==> src/rtl/dbg_chain_sel.sv <==
module dbg_chain_sel #(
  parameter int SEL_W = 2
) (
  input  logic                  tck,
  input  logic                  trst_n,
  input  logic                  tdi,
  input  logic                  capture_dr,
  input  logic                  shift_dr,
  input  logic                  update_dr,
  input  logic [(1<<SEL_W)-1:0] mod_tdo,
  output logic                  tdo,
  output logic                  mod_tdi,
  output logic [(1<<SEL_W)-1:0] mod_capture,
  output logic [(1<<SEL_W)-1:0] mod_shift,
  output logic [(1<<SEL_W)-1:0] mod_update,
  output logic                  act_valid,
  output logic [SEL_W-1:0]      act_idx
);
  localparam int NMOD  = 1 << SEL_W;
  localparam int CMD_W = SEL_W + 1;

  logic [CMD_W-1:0] cmd_sr;
  logic             flag;

  assign flag = cmd_sr[CMD_W-1];

  always_ff @(posedge tck or negedge trst_n) begin
    if (!trst_n)         cmd_sr <= '0;
    else if (capture_dr) cmd_sr <= '0;
    else if (shift_dr)   cmd_sr <= {tdi, cmd_sr[CMD_W-1:1]};
  end

  always_ff @(posedge tck or negedge trst_n) begin
    if (!trst_n) begin
      act_valid <= 1'b0;
      act_idx   <= '0;
    end else if (update_dr && flag) begin
      act_valid <= 1'b1;
      act_idx   <= cmd_sr[SEL_W-1:0];
    end
  end

  for (genvar m = 0; m < NMOD; m++) begin : g_route
    logic hit;
    assign hit            = act_valid && (act_idx == SEL_W'(m));
    assign mod_capture[m] = hit && capture_dr;
    assign mod_shift[m]   = hit && shift_dr;
    assign mod_update[m]  = hit && update_dr && !flag;
  end

  assign mod_tdi = tdi;
  assign tdo     = act_valid ? mod_tdo[act_idx] : cmd_sr[0];
endmodule

==> config.mk <==
export PLATFORM = sky130hd
export DESIGN_NAME = dbg_chain_sel
export DESIGN_NICKNAME = d
export VERILOG_FILES = /design/src/rtl/dbg_chain_sel.sv
export SDC_FILE = /design/constraint.sdc
export NUM_CORES = 1
export LEC_CHECK = 0
export BUFFER_PORTS_ARGS = -buffer_cell sky130_fd_sc_hd__buf_2
export CORE_AREA = 4 4 41 43
export CTS_BUF_LIST = sky130_fd_sc_hd__clkbuf_16
export CTS_CLUSTER_DIAMETER = 100
export DETAILED_ROUTE_END_ITERATION = 8
export DIE_AREA = 0 0 45 47
export SYNTH_ARGS = -nofsm -noshare
export SYNTH_HDL_FRONTEND = slang
export SYNTH_SLANG_ARGS = --single-unit
export TNS_END_PERCENT = 1
==> constraint.sdc <==
create_clock -name tck -period 0.9 [get_ports tck]
set_input_delay 0 -clock tck [delete_from_list [all_inputs] [get_ports tck]]
set_output_delay 0 -clock tck [all_outputs]
set_load 0.03 [all_outputs]
==> results of run 1 <==
[synth_stat cells]
library cell,instances,area share [%]
sky130_fd_sc_hd__nor2_1,12,12
sky130_fd_sc_hd__dfrtp_1,6,39
sky130_fd_sc_hd__nand2_1,5,4.9
sky130_fd_sc_hd__mux2i_1,4,10
sky130_fd_sc_hd__nor3_1,3,3.9
sky130_fd_sc_hd__mux2_2,2,5.8
sky130_fd_sc_hd__nand2b_1,2,3.2
sky130_fd_sc_hd__buf_4,1,1.9
sky130_fd_sc_hd__buf_6,1,2.9
sky130_fd_sc_hd__clkbuf_1,1,0.97
sky130_fd_sc_hd__inv_1,1,0.97
sky130_fd_sc_hd__mux2_4,1,3.9
sky130_fd_sc_hd__nand3b_1,1,1.9
sky130_fd_sc_hd__nand3b_2,1,2.9
sky130_fd_sc_hd__o221ai_2,1,3.9
sky130_fd_sc_hd__or2b_1,1,1.9
[repair_timing]
action	in CTS	in global routing
pin swaps	4	0
hold endpoints to repair	9	0
hold buffers	2	0
gates cloned	0	0
setup endpoints to repair	17	18
setup buffers	2	0
gates resized for setup	29	3
[metal layers]
layer | up-vias | GRT usage, %
met1 | 201 | 13.5
li1 | 220 | -
met5 | - | 0
met2 | 17 | 26.0
met3 | 0 | 4.60
met4 | 0 | 1.75
[worst register-to-register path, delay by kind of cell, from the launching register on]
| kind | cells | cell delay, ns |
|---|---|---|
| buf+inv | 1 | 0.16 |
| mux | 1 | 0.26 |
| flops | 1 | 0.45 |
[state kept, by name, summed over array words and instances, names as in the netlist]
signal / count
cmd_sr: 3
act_idx: 2
act_valid: 1
[metrics by stage]
stage	power [uW]	setup slack, ns	hold slack, ns
after floorplan	484	-0.347	-0.296
after global placement	575	-0.178	-0.172
after detailed placement	580	-0.194	-0.162
after CTS	1380	-0.389	0.0397
after global routing	1430	-0.442	0.0906
final	1360	-0.378	0.0336
[cells by family (layout without fill, tap and decap cells)]
logic type / count (synthesis) / count (layout) / synth area share (%)
AOI/OAI and AO/OA: 1 / 1 / 3.88
buffers and inverters: 4 / 43 / 6.79
DFF: 6 / 6 / 38.8
muxes: 7 / 7 / 20.1
and+or+nand+nor: 25 / 25 / 30.4
[report_power, final]
part	total [uW]	internal [uW]	leakage [uW]	switching [uW]
sequential	296	283	0.0000738	13.0
combinational	341	158	0.000295	183
clock	727	576	0.0000423	151
total	1360	1020	0.000411	346
[area by class of cell]
type / instances / area share [%]
Tap cell: 15 / 2.20
Multi-Input combinational cell: 33 / 33.7
Sequential cell: 6 / 18.0
Inverter: 1 / 0.440
Timing Repair Buffer: 38 / 36.4
Clock inverter: 1 / 0.440
Clock buffer: 3 / 8.80
[placed cells by master (no fill, tap or decap)]
cell                            netlist  routed
sky130_fd_sc_hd__nand3b_2             1       1
sky130_fd_sc_hd__buf_4                1      12
sky130_fd_sc_hd__nor3_4               0       1
sky130_fd_sc_hd__nand2b_2             0       1
sky130_fd_sc_hd__nor3_2               0       2
sky130_fd_sc_hd__nand2_2              0       1
sky130_fd_sc_hd__nand2b_1             2       1
sky130_fd_sc_hd__nand2_1              5       4
sky130_fd_sc_hd__dlygate4sd3_1        0       2
sky130_fd_sc_hd__o221ai_2             1       1
sky130_fd_sc_hd__dfrtp_2              0       3
sky130_fd_sc_hd__mux2i_1              4       4
sky130_fd_sc_hd__nor2_2               0       4
sky130_fd_sc_hd__clkbuf_16            0       3
sky130_fd_sc_hd__clkbuf_4             0       2
sky130_fd_sc_hd__nor2_4               0       5
sky130_fd_sc_hd__mux2_2               2       2
sky130_fd_sc_hd__nand3b_1             1       1
sky130_fd_sc_hd__nor2_1              12       3
sky130_fd_sc_hd__inv_1                1       2
sky130_fd_sc_hd__buf_2                0      10
sky130_fd_sc_hd__or2b_4               0       1
sky130_fd_sc_hd__dfrtp_1              6       3
sky130_fd_sc_hd__buf_6                1      12
sky130_fd_sc_hd__mux2_4               1       1
[path summary, 6_finish.rpt]
path | slack [ns] | start | to
worst max-delay path | -0.38 | act_idx[1] | tdo
worst min-delay path | 0.03 | tdi | cmd_sr[2]
worst max register to register | -0.08 | act_idx[0] | act_idx[0]
worst min register to register | 0.55 | cmd_sr[1] | act_idx[1]
max in group asynchronous | 0.61 | trst_n | act_idx[1]
min in group asynchronous | 0.13 | trst_n | act_idx[0]
==> impl_metrics.yaml, run 1 <==
critical_path:
  cp_top_family: "flip-flops"
  crit_path_cell_trace: "mux2_4 -> nand3b_2 -> o221ai_2 -> buf_6"
  timing.critical_path.required_ns: 0.90
  number_of_buffer_and_inverter_instances_along_the_worst_setup_path: 1
  timing_worst_setup_path_type: "register to output pin"
  cell_with_the_largest_stage_delay_on_the_worst_path: "sky130_fd_sc_hd__dfrtp_2"
  critPathCaptureType: "output pin"
  max_stage_delay_ns: 0.43
  startpoint_type: "register"
  path_max_fanout: 6
  number_of_cells_on_the_worst_reg_to_reg_path: 2
  critPathArrivalTime_ns: 1.28
  timing.critical_path.depth: 4
clock_network:
  numCtsBuffers: 3
  cts_tree: "built"
  cts.htree.levels: 1
  clock_latency_ns: 0.23
  clock_sinks: 6
  ctsLongestPathBuffers: 2
  clk_root_buffer_cell: "sky130_fd_sc_hd__clkbuf_16"
  path_clk_slew_ns: 0.04
layout:
  fraction_of_final_layout_cells_sized_beyond_drive_strength_1_pct: 75.6
  antennaDiodeCount: 0
  final_design_area_no_fill_um2: 853
  post-route-util_pct: 65.6
  final_cell_count_no_fill: 97
  syn2layout_area_growth_pct: 121
  multi_input_area_um2: 288
  seqCellArea_um2: 154
  fillers: 102
  num-nets-final: 93
floorplanning:
  start_util_pct: 29.7
  rows: 13
  design.die.area_mm2: 0.00212
  die_height_um: 47
  num_io_pins: 27
  die_x_um: 45
  coreArea_mm2: 0.00130
route:
  finalWirelength_um: 1170
  wl_met3_um: 87
  wire_per_inst_um: 12.0
  wl_met1_um: 441
  detail_route.drc_violations: 0
  tritonroute_pass_1_iters: 2
  met2WireLength_um: 637
  top_layer: "met3"
  drt_first_iter_violations: 1
  vias: 438
  final_antenna_net_count: 0
  routed_via_density: 4.52
global_route:
  first_global_vias: 466
  grt_start_max_net_pins: 7
  grt_pass1_wl_um: 2020
  grt_overflow_total: 0
  gr-usage-all-layers_pct: 13.1
  grt_antenna_before_repair: 0
yosys:
  synthDistinctLibCells: 16
  yosys_warnings: 0
  synthesis.area_per_instance_um2: 8.99
  synth_seq_cells: 6
  syn-instance-count: 43
  ys_seq_area_share_pct: 38.8
  synth_nets: 53
  mappedNetlistArea_um2: 387
sta:
  drv_slew: 0
  post-route-worst-setup-slack_ns: -0.378
  achievable-frequency_ghz: 0.782
  grt_setup_unrepaired: "yes"
  timing_worst_slew_pin_value_ns: 0.264
  finalSetupViolations: 18
  timing.final.hold_violations: 0
  slew_headroom_pct: 82.4
  final.period_utilization_pct: 142
  fin_worst_skew_ns: 0.00326
  fin_crit_ns: 1.28
  setup-tns-final_ns: -4.10
status:
  run_status: "finished, violations left"
  violations: "setup timing"
hold_path:
  min_delay_path_depth: 3
  worstHoldPathType: "input port to register"
place:
  port-buffer-count: 26
  place.gp.congestion: 0.773
  detailed_place.area_um2: 644
  dp.cells: 89
power:
  power_density_mw_per_mm2: 1600
  irDropWorstVdd_mv: 1.65
  p_leak_uw: 0.000411
run:
  max-cap-violations: 0
Power figures use the tool's default switching activity.
==> inputs of run 2 (changes only) <==
MAX_ROUTING_LAYER = met4   (was not set)
==> run 2 against run 1 <==
Effect of this change:
- final cell count stayed put
- sequential power hardly changed
- worst setup slack hardly changed
- die area stayed put
- the flow still finishes with violations (setup timing)
- worst hold slack hardly changed
- non-clock buffer count stayed put
- sequential cell count stayed put
- critical endpoint unchanged
- fmax hardly changed
- register-to-register slack hardly changed
==> impl_metrics.yaml, run 2 (same netlist as run 1, synthesis figures left out) <==
status:
  run_status: "finished, violations left"
  violations: "setup timing"
critical_path:
  launch_point_of_the_worst_path: "act_idx[1]"
  timing.critical_path.required_ns: 0.90
  number_of_cells_on_the_worst_reg_to_reg_path: 2
  startpoint_type: "register"
  path_max_fanout: 6
  start_of_the_worst_register_to_register_path: "act_idx[0]"
  setup.reg_to_reg.worst_slack_ns: -0.08
  r2r-end: "act_idx[0]"
  timing_worst_setup_path_type: "register to output pin"
  critPathCaptureType: "output pin"
  critPathArrivalTime_ns: 1.28
clock_network:
  path_clk_slew_ns: 0.04
  cts_tree: "built"
  clock_latency_ns: 0.23
  numCtsBuffers: 3
  ctsLongestPathBuffers: 2
  cts.htree.levels: 1
  clk_root_buffer_cell: "sky130_fd_sc_hd__clkbuf_16"
  clock_sinks: 6
power:
  combPwrFrac_pct: 25.0
  power_density_mw_per_mm2: 1600
  power_report.internal_total_uw: 1020
  power.clock.fraction_pct: 53.3
  p_switching_uw: 346
  power_frac_seq_pct: 21.7
  p_leak_uw: 0.000411
  switching_share_pct: 25.4
  irDropWorstVdd_mv: 1.65
sta:
  hold-worst-slack_ns: 0.0336
  fin_worst_skew_ns: 0.00326
  post-route-worst-setup-slack_ns: -0.378
  timing_worst_slew_pin_value_ns: 0.264
  grt_setup_unrepaired: "yes"
  setup-tns-final_ns: -4.10
  achievable-frequency_ghz: 0.782
  drv_slew: 0
  final.period_utilization_pct: 142
  slew_headroom_pct: 82.4
  finalSetupViolations: 18
  timing.final.hold_violations: 0
  fin_crit_ns: 1.28
layout:
  num-nets-final: 93
  seqCellArea_um2: 154
  most-common-layout-cells: "sky130_fd_sc_hd__buf_6 (12), sky130_fd_sc_hd__buf_4 (12), sky130_fd_sc_hd__buf_2 (10)"
  final_cell_count_no_fill: 97
  fillers: 102
  regMostFlops: "cmd_sr"
  registers_with_the_most_flip_flops: "cmd_sr x3, act_idx x2, act_valid x1"
  largest_register_ff_count: 3
  antennaDiodeCount: 0
  multi_input_area_um2: 288
  fraction_of_final_layout_cells_sized_beyond_drive_strength_1_pct: 75.6
  syn2layout_area_growth_pct: 121
hold_path:
  hold_end: "cmd_sr[2]"
  min_delay_path_depth: 3
  hold_path_startpoint: "tdi"
  worstHoldPathType: "input port to register"
global_route:
  first_global_vias: 466
  grt_start_max_net_pins: 7
  grt_overflow_total: 0
  grt_antenna_before_repair: 0
  grt_pass1_wl_um: 2020
  gr-usage-all-layers_pct: 13.6
floorplanning:
  die_x_um: 45
  start_util_pct: 29.7
  num_io_pins: 27
  coreArea_mm2: 0.00130
  die_height_um: 47
  rows: 13
  design.die.area_mm2: 0.00212
route:
  routed_via_density: 4.52
  wl_met3_um: 81
  top_layer: "met3"
  finalWirelength_um: 1170
  wire_per_inst_um: 12.0
  met2WireLength_um: 637
  vias: 438
  detail_route.drc_violations: 0
  wl_met1_um: 447
  final_antenna_net_count: 0
  tritonroute_pass_1_iters: 2
  drt_first_iter_violations: 1
place:
  dp.cells: 89
  place.gp.congestion: 0.783
  port-buffer-count: 26
run:
  max-cap-violations: 0
run 2: cell counts in the layout (fill, tap and decap cells not counted):
No cell type changed its count.
run 2: power groups by stage:
stage	clock, uW	sequential [uW]	combinational, uW
final	727	296	341
after global routing	762	299	367
after CTS	739	296	343
after detailed placement	0	300	280
after global placement	0	299	276
after floorplan	0	306	179
run 2: worst max-delay path by stage:
stage,slack (ns),end,cells past startpoint
3_5_place_dp,-0.19,mod_update[1],4
5_1_grt,-0.44,tdo,4
3_3_place_gp,-0.18,tdo,4
6_report,-0.38,tdo,4
4_1_cts,-0.39,tdo,4
2_1_floorplan,-0.35,mod_update[0],2
run 2: worst max-delay path, stage by stage, from the launching register on:
cell and delay, ns:
sky130_fd_sc_hd__dfrtp_2 0.43, sky130_fd_sc_hd__mux2_4 0.31, sky130_fd_sc_hd__nand3b_2 0.07, sky130_fd_sc_hd__o221ai_2 0.09, sky130_fd_sc_hd__buf_6 0.15
run 2: final cells by class:
type / instances / share of cell area (%)
sequential: 6 / 18.0
clock inverter: 1 / 0.440
tap: 15 / 2.20
multi-input combinational: 33 / 33.7
clock buffer: 3 / 8.80
inverter: 1 / 0.440
timing repair buffer: 38 / 36.4
run 2: per-layer routing:
metal / global-route usage, % / vias to the layer above
met5: - / -
met4: 1.75 / 0
met3: 4.21 / 0
met2: 26.0 / 17
met1: 13.7 / 201
li1: - / 220
run 2: per-stage QoR:
stage          power (uW)  utilization, %  setup WS [ns]  instance area, um^2
2_1_floorplan         484               -         -0.347                  459
3_3_place_gp          575            49.5         -0.178                  644
3_5_place_dp          580            49.5         -0.194                  644
4_1_cts              1380            65.0         -0.389                  846
5_1_grt              1430            65.6         -0.442                  853
6_report             1360            65.6         -0.378                  853
run 2: what timing repair did:
action,CTS,global route
hold buffers,2,0
hold endpoints to repair,9,0
setup endpoints to repair,17,18
pin swaps,4,0
buffers inserted,2,0
gates resized for setup,29,3
